[config.mk]
export PLATFORM = sky130hd
export DESIGN_NAME = dbi_codec
export DESIGN_NICKNAME = d
export VERILOG_FILES = /design/src/rtl/dbi_pkg.sv /design/src/rtl/dbi_rst_sync.sv /design/src/rtl/dbi_grp_enc.sv /design/src/rtl/dbi_grp_dec.sv /design/src/rtl/dbi_codec.sv
export SDC_FILE = /design/constraint.sdc
export NUM_CORES = 1
export LEC_CHECK = 0
export BUFFER_PORTS_ARGS = -buffer_cell sky130_fd_sc_hd__buf_2
export CAP_MARGIN = 20
export CORE_AREA = 3 3 128 130
export DETAILED_ROUTE_END_ITERATION = 8
export DIE_AREA = 0 0 131 133
export GPL_ROUTABILITY_DRIVEN = 1
export PLACE_DENSITY = 0.72
export SYNTH_ARGS = -nofsm -noshare
export SYNTH_HDL_FRONTEND = slang
export SYNTH_SLANG_ARGS = --single-unit
[constraint.sdc]
create_clock -name clk -period 2.84 [get_ports clk]
set_input_delay 0.568 -clock clk [delete_from_list [all_inputs] [get_ports clk]]
set_output_delay 0.568 -clock clk [all_outputs]
set_load 0.02 [all_outputs]
[src/rtl/dbi_pkg.sv]
package dbi_pkg;
  parameter int DBI_DATA_W = 64;
  parameter int DBI_GRP_W  = 16;
  localparam int DBI_NGRP  = DBI_DATA_W / DBI_GRP_W;
endpackage

[src/rtl/dbi_rst_sync.sv]
module dbi_rst_sync (
  input  logic clk,
  input  logic arst_n,
  output logic srst_n
);
  logic [1:0] sync_q;

  always_ff @(posedge clk or negedge arst_n) begin
    if (!arst_n) sync_q <= 2'b00;
    else         sync_q <= {sync_q[0], 1'b1};
  end

  assign srst_n = sync_q[1];
endmodule

[src/rtl/dbi_grp_enc.sv]
module dbi_grp_enc #(
  parameter int W = 16
) (
  input  logic [W-1:0] cand,
  input  logic [W-1:0] prev,
  output logic         inv,
  output logic [W-1:0] drv
);
  localparam int CW = $clog2(W + 1);

  logic [W-1:0]  diff;
  logic [CW-1:0] cnt;

  always_comb begin
    diff = cand ^ prev;
    cnt  = '0;
    for (int i = 0; i < W; i++) cnt = cnt + CW'(diff[i]);
  end

  // strict majority: equal split stays uninverted
  assign inv = (cnt > CW'(W / 2));
  assign drv = inv ? ~cand : cand;
endmodule

[src/rtl/dbi_grp_dec.sv]
module dbi_grp_dec #(
  parameter int W = 16
) (
  input  logic [W-1:0] pin_d_n,
  input  logic         pin_f_n,
  output logic [W-1:0] data
);
  logic         flag;
  logic [W-1:0] lvl;

  assign flag = ~pin_f_n;
  assign lvl  = ~pin_d_n;
  assign data = lvl ^ {W{flag}};
endmodule

[src/rtl/dbi_codec.sv]
module dbi_codec #(
  parameter int DATA_W = dbi_pkg::DBI_DATA_W,
  parameter int GRP_W  = dbi_pkg::DBI_GRP_W
) (
  input  logic                       clk,
  input  logic                       rst_n,
  input  logic                       in_valid,
  input  logic [DATA_W-1:0]          in_data,
  output logic [DATA_W-1:0]          bus_data,
  output logic [DATA_W/GRP_W-1:0]    bus_flag,
  output logic [DATA_W-1:0]          bus_data_n,
  output logic [DATA_W/GRP_W-1:0]    bus_flag_n,
  input  logic [DATA_W-1:0]          rx_data_n,
  input  logic [DATA_W/GRP_W-1:0]    rx_flag_n,
  output logic [DATA_W-1:0]          rx_data
);
  localparam int NGRP = DATA_W / GRP_W;

  logic              rst_q_n;
  logic [DATA_W-1:0] drv_q, drv_d, drv_cand;
  logic [NGRP-1:0]   flg_q, flg_d, flg_cand;

  dbi_rst_sync u_rst (
    .clk    (clk),
    .arst_n (rst_n),
    .srst_n (rst_q_n)
  );

  for (genvar g = 0; g < NGRP; g++) begin : g_grp
    dbi_grp_enc #(.W(GRP_W)) u_enc (
      .cand (in_data[g*GRP_W +: GRP_W]),
      .prev (drv_q[g*GRP_W +: GRP_W]),
      .inv  (flg_cand[g]),
      .drv  (drv_cand[g*GRP_W +: GRP_W])
    );

    dbi_grp_dec #(.W(GRP_W)) u_dec (
      .pin_d_n (rx_data_n[g*GRP_W +: GRP_W]),
      .pin_f_n (rx_flag_n[g]),
      .data    (rx_data[g*GRP_W +: GRP_W])
    );
  end

  // next state: load only on strobe
  always_comb begin
    drv_d = drv_q;
    flg_d = flg_q;
    if (in_valid) begin
      drv_d = drv_cand;
      flg_d = flg_cand;
    end
  end

  always_ff @(posedge clk or negedge rst_q_n) begin
    if (!rst_q_n) begin
      drv_q <= '0;
      flg_q <= '0;
    end else begin
      drv_q <= drv_d;
      flg_q <= flg_d;
    end
  end

  assign bus_data   = drv_q;
  assign bus_flag   = flg_q;
  assign bus_data_n = ~drv_q;
  assign bus_flag_n = ~flg_q;
endmodule

==> flow_summary.rst, run 1 <==
.. list-table::
   :header-rows: 1

   * - Metric
     - Value
   * - Result of the run
     - finished, violations left
   * - Violated checks
     - setup timing
   * - Final HPWL from detailed placement
     - 14710 um
   * - Prevailing post-synth register cell
     - dfrtp_1
   * - Synthesized instance count
     - 666
   * - Wire length of the first global-routing pass
     - 29620 um
   * - Clock tree from TritonCTS
     - done
   * - Top Layer Used
     - met4
   * - Vias
     - 6184
   * - Chip Width
     - 131 um
   * - Clock transition time at the flip-flop clock pins of the worst setup and hold paths
     - 0.06 ns
   * - RSZ-0062 raised after global routing
     - true
   * - Worst clock skew
     - 0.005411 ns
   * - Fill count
     - 1248
   * - Number of diodes
     - 0
   * - Sinks on the clock net
     - 70
   * - Post-Route Utilization
     - 0.6453
   * - Vias per cell
     - 4.615
   * - Pin count of the biggest net entering global routing
     - 70
   * - Sort of element at the start of the critical path
     - register
   * - Place WS
     - -2.470 ns
   * - Multi-input gate area in the final layout
     - 4215 sq um
   * - Actual slew at the worst max-slew pin
     - 0.9741 ns
   * - Remaining antenna violation count after routing
     - 0
   * - Syn nets
     - 861
   * - Top library cells by usage in the layout, fill and taps aside
     - buf_2 (334), buf_4 (131), xor2_1 (109)
   * - Summed instance area of the synthesized netlist
     - 6053 sq um
   * - Count of endpoints failing hold in the final timing report
     - 0
   * - Final worst-path cycle share
     - 1.765
   * - Synth top area share
     - 0.2894
   * - Fraction of layout cells with a size suffix above 1
     - 0.5102
   * - Final nets
     - 1322
   * - Total wirelength of the detailed-routed design
     - 19140 um
   * - Register bit total from synthesis
     - 70
   * - Cell Area, Placed
     - 9047 sq um
   * - Post-detailed-route DRC marker count
     - 0
   * - Boundary pin count
     - 335
   * - Number of I/O port buffers
     - 334
   * - Pins over their slew limit
     - 0
   * - Pre-antenna DRT Iters
     - 4
   * - Yosys warnings
     - 0
   * - Post-synthesis async set-or-reset flop share
     - 1.000
   * - Sequential cell area in the final layout
     - 1755 sq um
   * - Mean instance size in the synthesized netlist
     - 9.089 sq um
   * - Core Footprint
     - 15260 sq um
   * - Grt total ovfl
     - 0
   * - Met1 Wirelength
     - 8029 um
   * - Worst EP required
     - 3.06 ns
   * - Period minus WS final
     - 5.013 ns
   * - Full die area
     - 17420 sq um
   * - Post-route cell area
     - 9846 sq um
   * - Crit Path Max Fanout
     - 10
   * - Antenna violations before repair
     - 0
   * - Number of library cell types mapped by synthesis
     - 29
   * - Cell at the root of the clock tree
     - clkbuf_16
   * - Peak Freq
     - 199.5 MHz
   * - Relative slew slack
     - 0.3506
   * - Classification of the worst-slack hold path
     - reg2reg
   * - Number of CTS-inserted buffers
     - 9
   * - Slack of the critical path
     - -2.173 ns
   * - Max-Cap Viols
     - 0
   * - Dominant cells by area after synthesis
     - dfrtp_1 (29%), xor2_1 (16%), fa_1 (13%)
   * - Critical Setup Path Class
     - reg2reg
   * - Clock H-tree levels
     - 3
   * - Area grow syn2layout
     - 62.65%
   * - Global placer's final weighted congestion
     - 0.8386
   * - Clock Tree Buf Depth
     - 2
   * - Height of the die
     - 133 um
   * - Count of standard-cell rows
     - 45
   * - Initial Util
     - 0.3967
   * - Insertion delay to the later sink of the worst-skew pair
     - 0.33 ns
   * - Cell type contributing the most total cell area after synthesis
     - dfrtp_1
   * - Crit path arrival time
     - 5.23 ns
   * - Critical path endpoint category
     - register
   * - Number of synthesized flops with an enable pin
     - 0
   * - Met2 WL post-DR
     - 9892 um
   * - Via count of the first global-routing pass
     - 6144
   * - Violation count after the first detailed-route iteration
     - 259
   * - Post-DR wirelength/cell
     - 14.28 um
   * - Overall routing resource usage
     - 0.2113
   * - Commonest non-fill, non-tap cell in the layout
     - buf_2
   * - Sequential cell area fraction in the yosys report
     - 0.2894
   * - Met3 wire len
     - 1071 um
   * - Count of final setup violators
     - 68
==> cells by family (layout without fill, tap and decap cells) <==
family | count (synthesis) | in the layout | share of synthesized area
adder cells (fa/ha/maj) | 60 | 60 | 0.1736
buffers and inverters | 135 | 598 | 0.09157
AND/OR/NAND/NOR | 132 | 132 | 0.1120
AO/OA/AOI/OAI | 106 | 106 | 0.09756
other | 1 | 1 | 0.0006195
multiplexers | 2 | 2 | 0.003720
XOR/XNOR | 160 | 160 | 0.2315
flip-flops | 70 | 70 | 0.2894
==> critical path, stage by stage (launching register included) <==
cell and delay, ns:
dfrtp_1 0.40, xor2_1 0.16, ha_1 0.31, fa_1 0.50
fa_1 0.43, fa_1 0.49, inv_1 0.05, fa_1 0.46
fa_2 0.37, fa_2 0.55, nand2_1 0.06, or4b_4 0.52
nand3_4 0.17, buf_12 0.15, nor2_1 0.04, mux2_4 0.25
==> layer usage <==
layer,track usage,up-vias
li1,-,3063
met5,0,-
met3,0.03310,13
met2,0.3736,200
met4,0.04514,0
met1,0.2697,2908
==> Yosys cell counts (4+ instances only) <==
library cell  number
nor4_1             4
a31oi_1           32
a21oi_1           32
nor2_1            66
o21ai_0           36
nand3_1            6
dfrtp_1           70
or3_1             32
buf_2              4
xor2_1           112
nand4b_1           4
clkbuf_1          29
nor2b_1            4
nand2_1            6
and4b_1            4
a221oi_1           4
inv_1             96
ha_1              20
fa_1              40
xnor2_1           48
==> registers in the layout, summed over array words and instances (netlist names) <==
name	count
bus_flag	4
u_rst.sync_q	2
bus_data	64
==> cell type report <==
| class | instances | area share |
|---|---|---|
| multi-input combinational | 461 | 0.4281 |
| timing repair buffer | 489 | 0.3042 |
| sequential | 70 | 0.1783 |
| inverter | 96 | 0.03660 |
| tap | 211 | 0.02681 |
| clock buffer | 11 | 0.02465 |
| clock inverter | 2 | 0.001271 |
==> repair_timing <==
item,in CTS,in global routing
setup endpoints to repair,68,68
resized for setup,69,29
setup buffers,7,9
hold buffers,1,0
gates cloned,3,3
pin swaps,37,28
hold endpoints to repair,2,0
==> metrics by stage <==
stage,hold WS (ns),std cells,setup TNS [ns]
floorplan,0.2724,666,-140.52
global placement,0.3410,1304,-155.20
detailed placement,0.3449,1304,-160.96
CTS,0.3620,1328,-140.15
global route,0.3623,1340,-150.15
finish,0.3555,1340,-140.72
==> final timing paths <==
kind	startpoint	end	slack (ns)	depth (start not counted)
min in group asynchronous	u_rst.sync_q[1]	bus_data[53]	0.49	0
min	u_rst.sync_q[0]	u_rst.sync_q[1]	0.36	0
max in group asynchronous	u_rst.sync_q[1]	bus_data[30]	1.72	0
min reg2reg	u_rst.sync_q[0]	u_rst.sync_q[1]	0.36	0
max	bus_data[1]	bus_flag[0]	-2.17	15
max reg2reg	bus_data[1]	bus_flag[0]	-2.17	15
Power of run 1 is left out: the tool's default activity adds up to more than one toggle a clock period on the data nets, which glitch-free logic cannot reach.
==> inputs of run 2 (changes only) <==
Settings changed: ABC_AREA set to 1, CORE_AREA 3 3 128 130 to 3 3 130 132, DIE_AREA 0 0 131 133 to 0 0 133 135, PLACE_DENSITY 0.72 to 0.71.
==> flow_summary.rst, run 2 <==
.. list-table::
   :header-rows: 1

   * - Metric
     - Value
   * - Grt total ovfl
     - 0 (unchanged)
   * - Actual slew at the worst max-slew pin
     - 0.9722 ns (was 0.9741 ns)
   * - Sequential cell area fraction in the yosys report
     - 0.2818 (was 0.2894)
   * - Mean instance size in the synthesized netlist
     - 8.200 sq um (was 9.089 sq um)
   * - Count of final setup violators
     - 68 (unchanged)
   * - Number of library cell types mapped by synthesis
     - 27 (was 29)
   * - Fill count
     - 1297 (was 1248)
   * - Yosys warnings
     - 0 (unchanged)
   * - Vias
     - 6522 (was 6184)
   * - Crit-path cells
     - xor2_1, ha_1, fa_1, fa_1, fa_1, inv_1, fa_1, fa_2, fa_2, inv_2, nand2_2, nand4_4, nand3_4, nand2_8, clkbuf_16, nand2_4, nand3_2, nand2_1 (was xor2_1, ha_1, fa_1, fa_1, fa_1, inv_1, fa_1, fa_2, fa_2, nand2_1, or4b_4, nand3_4, buf_12, nor2_1, mux2_4)
   * - Sort of element at the start of the critical path
     - register (unchanged)
   * - Max-Cap Viols
     - 0 (unchanged)
   * - Period minus WS final
     - 4.574 ns (was 5.013 ns)
   * - Clock transition time at the flip-flop clock pins of the worst setup and hold paths
     - 0.06 ns (about the same)
   * - Multi-input gate area in the final layout
     - 4253 sq um (was 4215 sq um)
   * - Leading post-synthesis cells by instance count
     - nand2_1 (163), inv_1 (130), xor2_1 (112), dfrtp_1 (70), o21ai_0 (51) (was xor2_1 (112), inv_1 (96), dfrtp_1 (70), nor2_1 (66), xnor2_1 (48))
   * - Classification of the worst-slack hold path
     - reg2reg (unchanged)
   * - Final worst-path cycle share
     - 1.611 (was 1.765)
   * - Post-synthesis async set-or-reset flop share
     - 1.000 (unchanged)
   * - Dominant cells by area after synthesis
     - dfrtp_1 (28%), xor2_1 (16%), fa_1 (13%) (was dfrtp_1 (29%), xor2_1 (16%), fa_1 (13%))
   * - Pin count of the biggest net entering global routing
     - 69 (was 70)
   * - Synth top area share
     - 0.2818 (was 0.2894)
   * - Top library cells by usage in the layout, fill and taps aside
     - buf_2 (333), inv_1 (128), buf_4 (114) (was buf_2 (334), buf_4 (131), xor2_1 (109))
   * - Place WS
     - -1.966 ns (was -2.470 ns)
   * - Crit path max-delay cell type
     - fa_1 (was fa_2)
   * - Final HPWL from detailed placement
     - 14750 um (was 14710 um)
   * - Cell type contributing the most total cell area after synthesis
     - dfrtp_1 (unchanged)
   * - Prevailing post-synth register cell
     - dfrtp_1 (unchanged)
   * - Post-route cell area
     - 10060 sq um (was 9846 sq um)
   * - Height of the die
     - 135 um (was 133 um)
   * - Violated checks
     - setup timing (unchanged)
   * - Pins over their slew limit
     - 0 (unchanged)
   * - Count of standard-cell rows
     - 46 (was 45)
   * - Worst clock skew
     - 0.005258 ns (was 0.005411 ns)
   * - Commonest non-fill, non-tap cell in the layout
     - buf_2 (unchanged)
   * - Remaining antenna violation count after routing
     - 0 (unchanged)
   * - Synthesized instance count
     - 758 (was 666)
   * - Post-Route Utilization
     - 0.6357 (was 0.6453)
   * - Via count of the first global-routing pass
     - 6349 (was 6144)
   * - Area grow syn2layout
     - 61.88% (was 62.65%)
   * - Cell at the root of the clock tree
     - clkbuf_16 (unchanged)
   * - Number of standard cells in the final layout excluding fillers
     - 1427 (was 1340)
   * - Worst EP required
     - 3.06 ns (about the same)
   * - Number of synthesized flops with an enable pin
     - 0 (unchanged)
   * - Chip Width
     - 133 um (was 131 um)
   * - Overall routing resource usage
     - 0.2038 (was 0.2113)
   * - Crit Path Max Fanout
     - 7 (was 10)
   * - Full die area
     - 17960 sq um (was 17420 sq um)
   * - Sinks on the clock net
     - 70 (unchanged)
   * - Pre-antenna DRT Iters
     - 4 (unchanged)
   * - Relative slew slack
     - 0.3519 (was 0.3506)
   * - Stage delay of the slowest cell on the critical path
     - 0.50 ns (was 0.55 ns)
   * - Count of endpoints failing hold in the final timing report
     - 0 (unchanged)
   * - Leading cell type by number of instances after synthesis
     - nand2_1 (was xor2_1)
   * - Global placer's final weighted congestion
     - 0.8331 (was 0.8386)
   * - Post-detailed-route DRC marker count
     - 0 (unchanged)
   * - Final nets
     - 1401 (was 1322)
   * - Critical Setup Path Class
     - reg2reg (unchanged)
   * - Post-DR wirelength/cell
     - 14.05 um (was 14.28 um)
   * - Register bit total from synthesis
     - 70 (unchanged)
   * - Total wirelength of the detailed-routed design
     - 20050 um (was 19140 um)
   * - Slack of the critical path
     - -1.734 ns (was -2.173 ns)
   * - Number of I/O port buffers
     - 334 (unchanged)
   * - Syn nets
     - 953 (was 861)
   * - Result of the run
     - finished, violations left (unchanged)
   * - Fraction of met3 tracks used by global routing
     - 0.03763 (was 0.03310)
   * - GRT Max-Usage Layer
     - met2 (unchanged)
   * - Sequential cell area in the final layout
     - 1755 sq um (unchanged)
   * - Met1 usage in global routing
     - 0.2475 (was 0.2697)
   * - Met2 global-route usage
     - 0.3668 (was 0.3736)
   * - Vias per cell
     - 4.570 (was 4.615)
   * - Insertion delay to the later sink of the worst-skew pair
     - 0.33 ns (about the same)
   * - Flip-flop count of the largest register after layout
     - 64 (unchanged)
   * - Number of CTS-inserted buffers
     - 9 (unchanged)
   * - Cell seen most often among critical-path stages
     - fa_1 (unchanged)
   * - Critical path endpoint category
     - register (unchanged)
   * - Crit path arrival time
     - 4.80 ns (was 5.23 ns)
   * - Number of diodes
     - 0 (unchanged)
   * - Clock Tree Buf Depth
     - 2 (unchanged)
   * - Cell Area, Placed
     - 8970 sq um (was 9047 sq um)
   * - Clock H-tree levels
     - 3 (unchanged)
   * - Violation count after the first detailed-route iteration
     - 266 (was 259)
   * - Fraction of layout cells with a size suffix above 1
     - 0.5103 (was 0.5102)
   * - Initial Util
     - 0.3927 (was 0.3967)
   * - RSZ-0062 raised after global routing
     - true (unchanged)
   * - DP Cell Count
     - 1391 (was 1304)
   * - Core Footprint
     - 15830 sq um (was 15260 sq um)
   * - Antenna violations before repair
     - 0 (unchanged)
   * - Boundary pin count
     - 335 (unchanged)
   * - Clock tree from TritonCTS
     - done (unchanged)
   * - Peak Freq
     - 218.6 MHz (was 199.5 MHz)
   * - Register-to-Register Setup Slack
     - -1.73 ns (was -2.17 ns)
   * - Wire length of the first global-routing pass
     - 30080 um (was 29620 um)
   * - Summed instance area of the synthesized netlist
     - 6216 sq um (was 6053 sq um)
run 2: area by class of cell:
class	count	share of cell area
multi-input combinational	522	0.4227
timing repair buffer	471	0.2942
sequential	70	0.1745
inverter	132	0.04924
tap	216	0.02686
clock buffer	13	0.02586
clock inverter	3	0.006715
run 2: worst max-delay path: cells and delay by family (launching register included):
kind                       cells  cell delay, ns
buffers and inverters          3            0.31
adders and majority gates      7            3.01
DFF                            1            0.39
and+or+nand+nor                7            0.62
xor gates and xnor gates       1            0.16
run 2: per-stage QoR:
stage,setup TNS (ns),hold WS [ns]
after detailed placement,-128.30,0.3379
final,-112.09,0.3504
after global placement,-123.95,0.3370
after global routing,-123.44,0.3703
after CTS,-108.90,0.3519
after floorplan,-106.89,0.2724
run 2: final timing paths:
path	start	end	depth (start not counted)
worst max register to register	bus_data[49]	bus_data[55]	18
min in group asynchronous	u_rst.sync_q[1]	bus_data[15]	0
max in group asynchronous	u_rst.sync_q[1]	bus_data[57]	0
worst min register to register	u_rst.sync_q[0]	u_rst.sync_q[1]	0
worst max-delay path	bus_data[49]	bus_data[55]	18
worst min-delay path	u_rst.sync_q[0]	u_rst.sync_q[1]	0
run 2: routing by layer:
layer / vias up / share of wire
met5: - / 0
met4: 0 / 0.019
met3: 28 / 0.059
met2: 223 / 0.52
met1: 3060 / 0.40
li1: 3211 / -
run 2: repair_timing:
action                                  4_1_cts  5_1_grt
hold buffers                                  1        0
buffers inserted                              6        5
gates resized for setup                      42       81
pin swaps                                     3       19
endpoints found under the hold margin         2        0
gates cloned                                  1        7
endpoints found under the setup margin       68       68
run 2: logic make-up after synthesis:
kind of cell               after synthesis  share of synthesized area
AOI/OAI and AO/OA                      104                    0.09460
DFF                                     70                     0.2818
and+or+nand+nor                        229                     0.1604
other                                    1                  0.0006033
adders and majority gates               60                     0.1691
xor gates and xnor gates               128                     0.1804
buffers and inverters                  166                     0.1131
Power of run 2 is left out for the same reason.
==> inputs of run 3 (changes only) <==
--- a/config.mk
+++ b/config.mk
@@ -9,9 +9,9 @@
 export BUFFER_PORTS_ARGS = -buffer_cell sky130_fd_sc_hd__buf_2
 export CAP_MARGIN = 20
-export CORE_AREA = 3 3 130 132
+export CORE_AREA = 3 3 129 131
 export DETAILED_ROUTE_END_ITERATION = 8
-export DIE_AREA = 0 0 133 135
+export DIE_AREA = 0 0 132 134
 export GPL_ROUTABILITY_DRIVEN = 1
-export PLACE_DENSITY = 0.71
+export PLACE_DENSITY = 0.72
 export SYNTH_ARGS = -nofsm -noshare
 export SYNTH_HDL_FRONTEND = slang
==> constraint.sdc (replaced) <==
create_clock -name clk -period 2.84 [get_ports clk]
set_input_delay 0.142 -clock clk [delete_from_list [all_inputs] [get_ports clk]]
set_output_delay 0.142 -clock clk [all_outputs]
set_load 0.02 [all_outputs]
==> flow_summary.rst, run 3 (synthesis results as in run 2) <==
.. list-table::
   :header-rows: 1

   * - Metric
     - Value
   * - Result of the run
     - finished, violations left (unchanged)
   * - Violated checks
     - setup timing (unchanged)
   * - Boundary pin count
     - 335 (unchanged)
   * - Fraction of layout cells with a size suffix above 1
     - 0.4983 (was 0.5103)
   * - Startpoint of the most critical register-to-register path
     - bus_data[17] (was bus_data[49])
   * - Core Footprint
     - 15710 sq um (was 15830 sq um)
   * - Critical path buffer and inverter count
     - 3 (unchanged)
   * - Count of final setup violators
     - 68 (unchanged)
   * - Remaining antenna violation count after routing
     - 0 (unchanged)
   * - Number of standard cells in the final layout excluding fillers
     - 1422 (was 1427)
   * - Final nets
     - 1396 (was 1401)
   * - Critical Setup Path Class
     - reg2reg (unchanged)
   * - Depth of the worst register-to-register path
     - 18 (unchanged)
   * - Clock tree from TritonCTS
     - done (unchanged)
   * - Post-Route Utilization
     - 0.6282 (was 0.6357)
   * - Global placer's final weighted congestion
     - 0.7742 (was 0.8331)
   * - Sequential cell area in the final layout
     - 1765 sq um (was 1755 sq um)
   * - Crit Path Max Fanout
     - 6 (was 7)
   * - Total wirelength of the detailed-routed design
     - 19520 um (was 20050 um)
   * - Insertion delay to the later sink of the worst-skew pair
     - 0.34 ns (was 0.33 ns)
   * - Classification of the worst-slack hold path
     - in2reg (was reg2reg)
   * - Clock Tree Buf Depth
     - 2 (unchanged)
   * - Sinks on the clock net
     - 70 (unchanged)
   * - Slack of the critical path
     - -1.760 ns (was -1.734 ns)
   * - Count of endpoints failing hold in the final timing report
     - 0 (unchanged)
   * - Final HPWL from detailed placement
     - 14730 um (was 14750 um)
   * - Capture point of the worst reg-to-reg path
     - bus_data[23] (was bus_data[55])
   * - Largest delay share family, worst path
     - adder cells (unchanged)
   * - Number of I/O port buffers
     - 334 (unchanged)
   * - Multi-input gate area in the final layout
     - 4130 sq um (was 4253 sq um)
   * - Count of standard-cell rows
     - 46 (unchanged)
   * - Crit path arrival time
     - 4.82 ns (was 4.80 ns)
   * - Flip-flop count of the largest register after layout
     - 64 (unchanged)
   * - Via count of the first global-routing pass
     - 6484 (was 6349)
   * - Max-Cap Viols
     - 0 (unchanged)
   * - Crit path max-delay cell type
     - fa_1 (unchanged)
   * - Number of stages on the worst hold path
     - 2 (was 0)
   * - Worst clock skew
     - 0.008667 ns (was 0.005258 ns)
   * - Actual slew at the worst max-slew pin
     - 0.9711 ns (was 0.9722 ns)
   * - Full die area
     - 17690 sq um (was 17960 sq um)
   * - Top library cells by usage in the layout, fill and taps aside
     - buf_2 (333), inv_1 (125), nand2_1 (123) (was buf_2 (333), inv_1 (128), buf_4 (114))
   * - Vias
     - 6427 (was 6522)
   * - RSZ-0062 raised after global routing
     - true (unchanged)
   * - Register-to-Register Setup Slack
     - -1.76 ns (was -1.73 ns)
   * - Number of CTS-inserted buffers
     - 9 (unchanged)
   * - Place WS
     - -1.707 ns (was -1.966 ns)
   * - Clock transition time at the flip-flop clock pins of the worst setup and hold paths
     - 0.06 ns (about the same)
   * - Crit-path cells
     - xor2_1, ha_1, fa_1, fa_1, fa_1, inv_1, fa_1, fa_2, fa_2, inv_2, nand2_1, nand4_1, nand3_2, nand2_2, nand2_4, clkbuf_16, nand2_2, o21ai_1 (was xor2_1, ha_1, fa_1, fa_1, fa_1, inv_1, fa_1, fa_2, fa_2, inv_2, nand2_2, nand4_4, nand3_4, nand2_8, clkbuf_16, nand2_4, nand3_2, nand2_1)
   * - Launch point of the worst path
     - bus_data[17] (was bus_data[49])
   * - Stage delay of the slowest cell on the critical path
     - 0.53 ns (was 0.50 ns)
   * - Height of the die
     - 134 um (was 135 um)
   * - Cell seen most often among critical-path stages
     - fa_1 (unchanged)
   * - Wire length of the first global-routing pass
     - 30380 um (was 30080 um)
   * - Commonest non-fill, non-tap cell in the layout
     - buf_2 (unchanged)
   * - Final worst-path cycle share
     - 1.620 (was 1.611)
   * - Pre-antenna DRT Iters
     - 4 (unchanged)
   * - Peak Freq
     - 217.4 MHz (was 218.6 MHz)
   * - Worst Hold Launch
     - in_data[4] (was u_rst.sync_q[0])
   * - Overall routing resource usage
     - 0.2062 (was 0.2038)
   * - Violation count after the first detailed-route iteration
     - 193 (was 266)
   * - Worst EP required
     - 3.06 ns (about the same)
   * - Post-DR wirelength/cell
     - 13.73 um (was 14.05 um)
   * - Post-detailed-route DRC marker count
     - 0 (unchanged)
   * - Relative slew slack
     - 0.3526 (was 0.3519)
   * - Pin count of the biggest net entering global routing
     - 95 (was 69)
   * - Chip Width
     - 132 um (was 133 um)
   * - Number of diodes
     - 0 (unchanged)
   * - Vias per cell
     - 4.520 (was 4.570)
   * - Sort of element at the start of the critical path
     - register (unchanged)
   * - Area grow syn2layout
     - 58.80% (was 61.88%)
   * - Hold-critical path endpoint
     - bus_data[4] (was u_rst.sync_q[1])
   * - Period minus WS final
     - 4.600 ns (was 4.574 ns)
   * - Clock H-tree levels
     - 3 (unchanged)
   * - Cell at the root of the clock tree
     - clkbuf_16 (unchanged)
   * - Antenna violations before repair
     - 0 (unchanged)
   * - Critical path endpoint category
     - register (unchanged)
   * - Grt total ovfl
     - 0 (unchanged)
   * - Fill count
     - 1382 (was 1297)
   * - Initial Util
     - 0.3956 (was 0.3927)
   * - Pins over their slew limit
     - 0 (unchanged)
   * - DP Cell Count
     - 1381 (was 1391)
## run 3: changes by cell type in the layout (fill, tap and decap cells not counted), sizes merged
| cell | delta |
|---|---|
| buf | -9 |
| dlygate4sd3 | +4 |
| clkinv | +2 |
| clkbuf | -1 |
| clkinvlp | -1 |
## run 3: per-stage QoR
stage	hold WS, ns	area (sq um)	TNS (ns)
final	0.01545	9871	-113.50
after global routing	0.004313	9871	-124.09
after CTS	0.003322	9463	-110.21
after detailed placement	-0.06819	8867	-110.43
after global placement	-0.07193	8867	-105.29
after floorplan	-0.1536	6305	-99.77
## run 3: worst max path at each step
stage                        end  slack (ns)  cells after the start
finish              bus_data[23]       -1.76                     18
global route        bus_data[16]       -1.94                     18
CTS                 bus_data[18]       -1.68                     18
detailed placement  bus_data[11]       -1.71                     18
global placement    bus_data[11]       -1.61                     18
floorplan           bus_data[52]       -1.52                     18
## run 3: routing by layer
metal  global-route usage  part of all wire  wire length, um
met2               0.3911              0.54            10590
met4              0.05368             0.011              224
met5                    0                 0                0
met1               0.2370              0.39             7629
met3              0.04014             0.055             1080
## run 3: layout make-up
type                            count  area share
Multi-Input combinational cell    522      0.4184
Sequential cell                    70      0.1789
Inverter                          132     0.05020
Tap cell                          216     0.02738
Clock buffer                       12     0.02599
Timing Repair Buffer              466      0.2921
Clock inverter                      4    0.007098
## run 3: repair_timing
item / 4_1_cts / 5_1_grt
gates resized for setup: 43 / 58
hold buffers: 5 / 0
pin swaps: 4 / 19
endpoints found under the setup margin: 68 / 68
hold endpoints to repair: 6 / 0
buffers inserted: 7 / 5
gates cloned: 1 / 7
Power of run 3 is left out for the same reason.
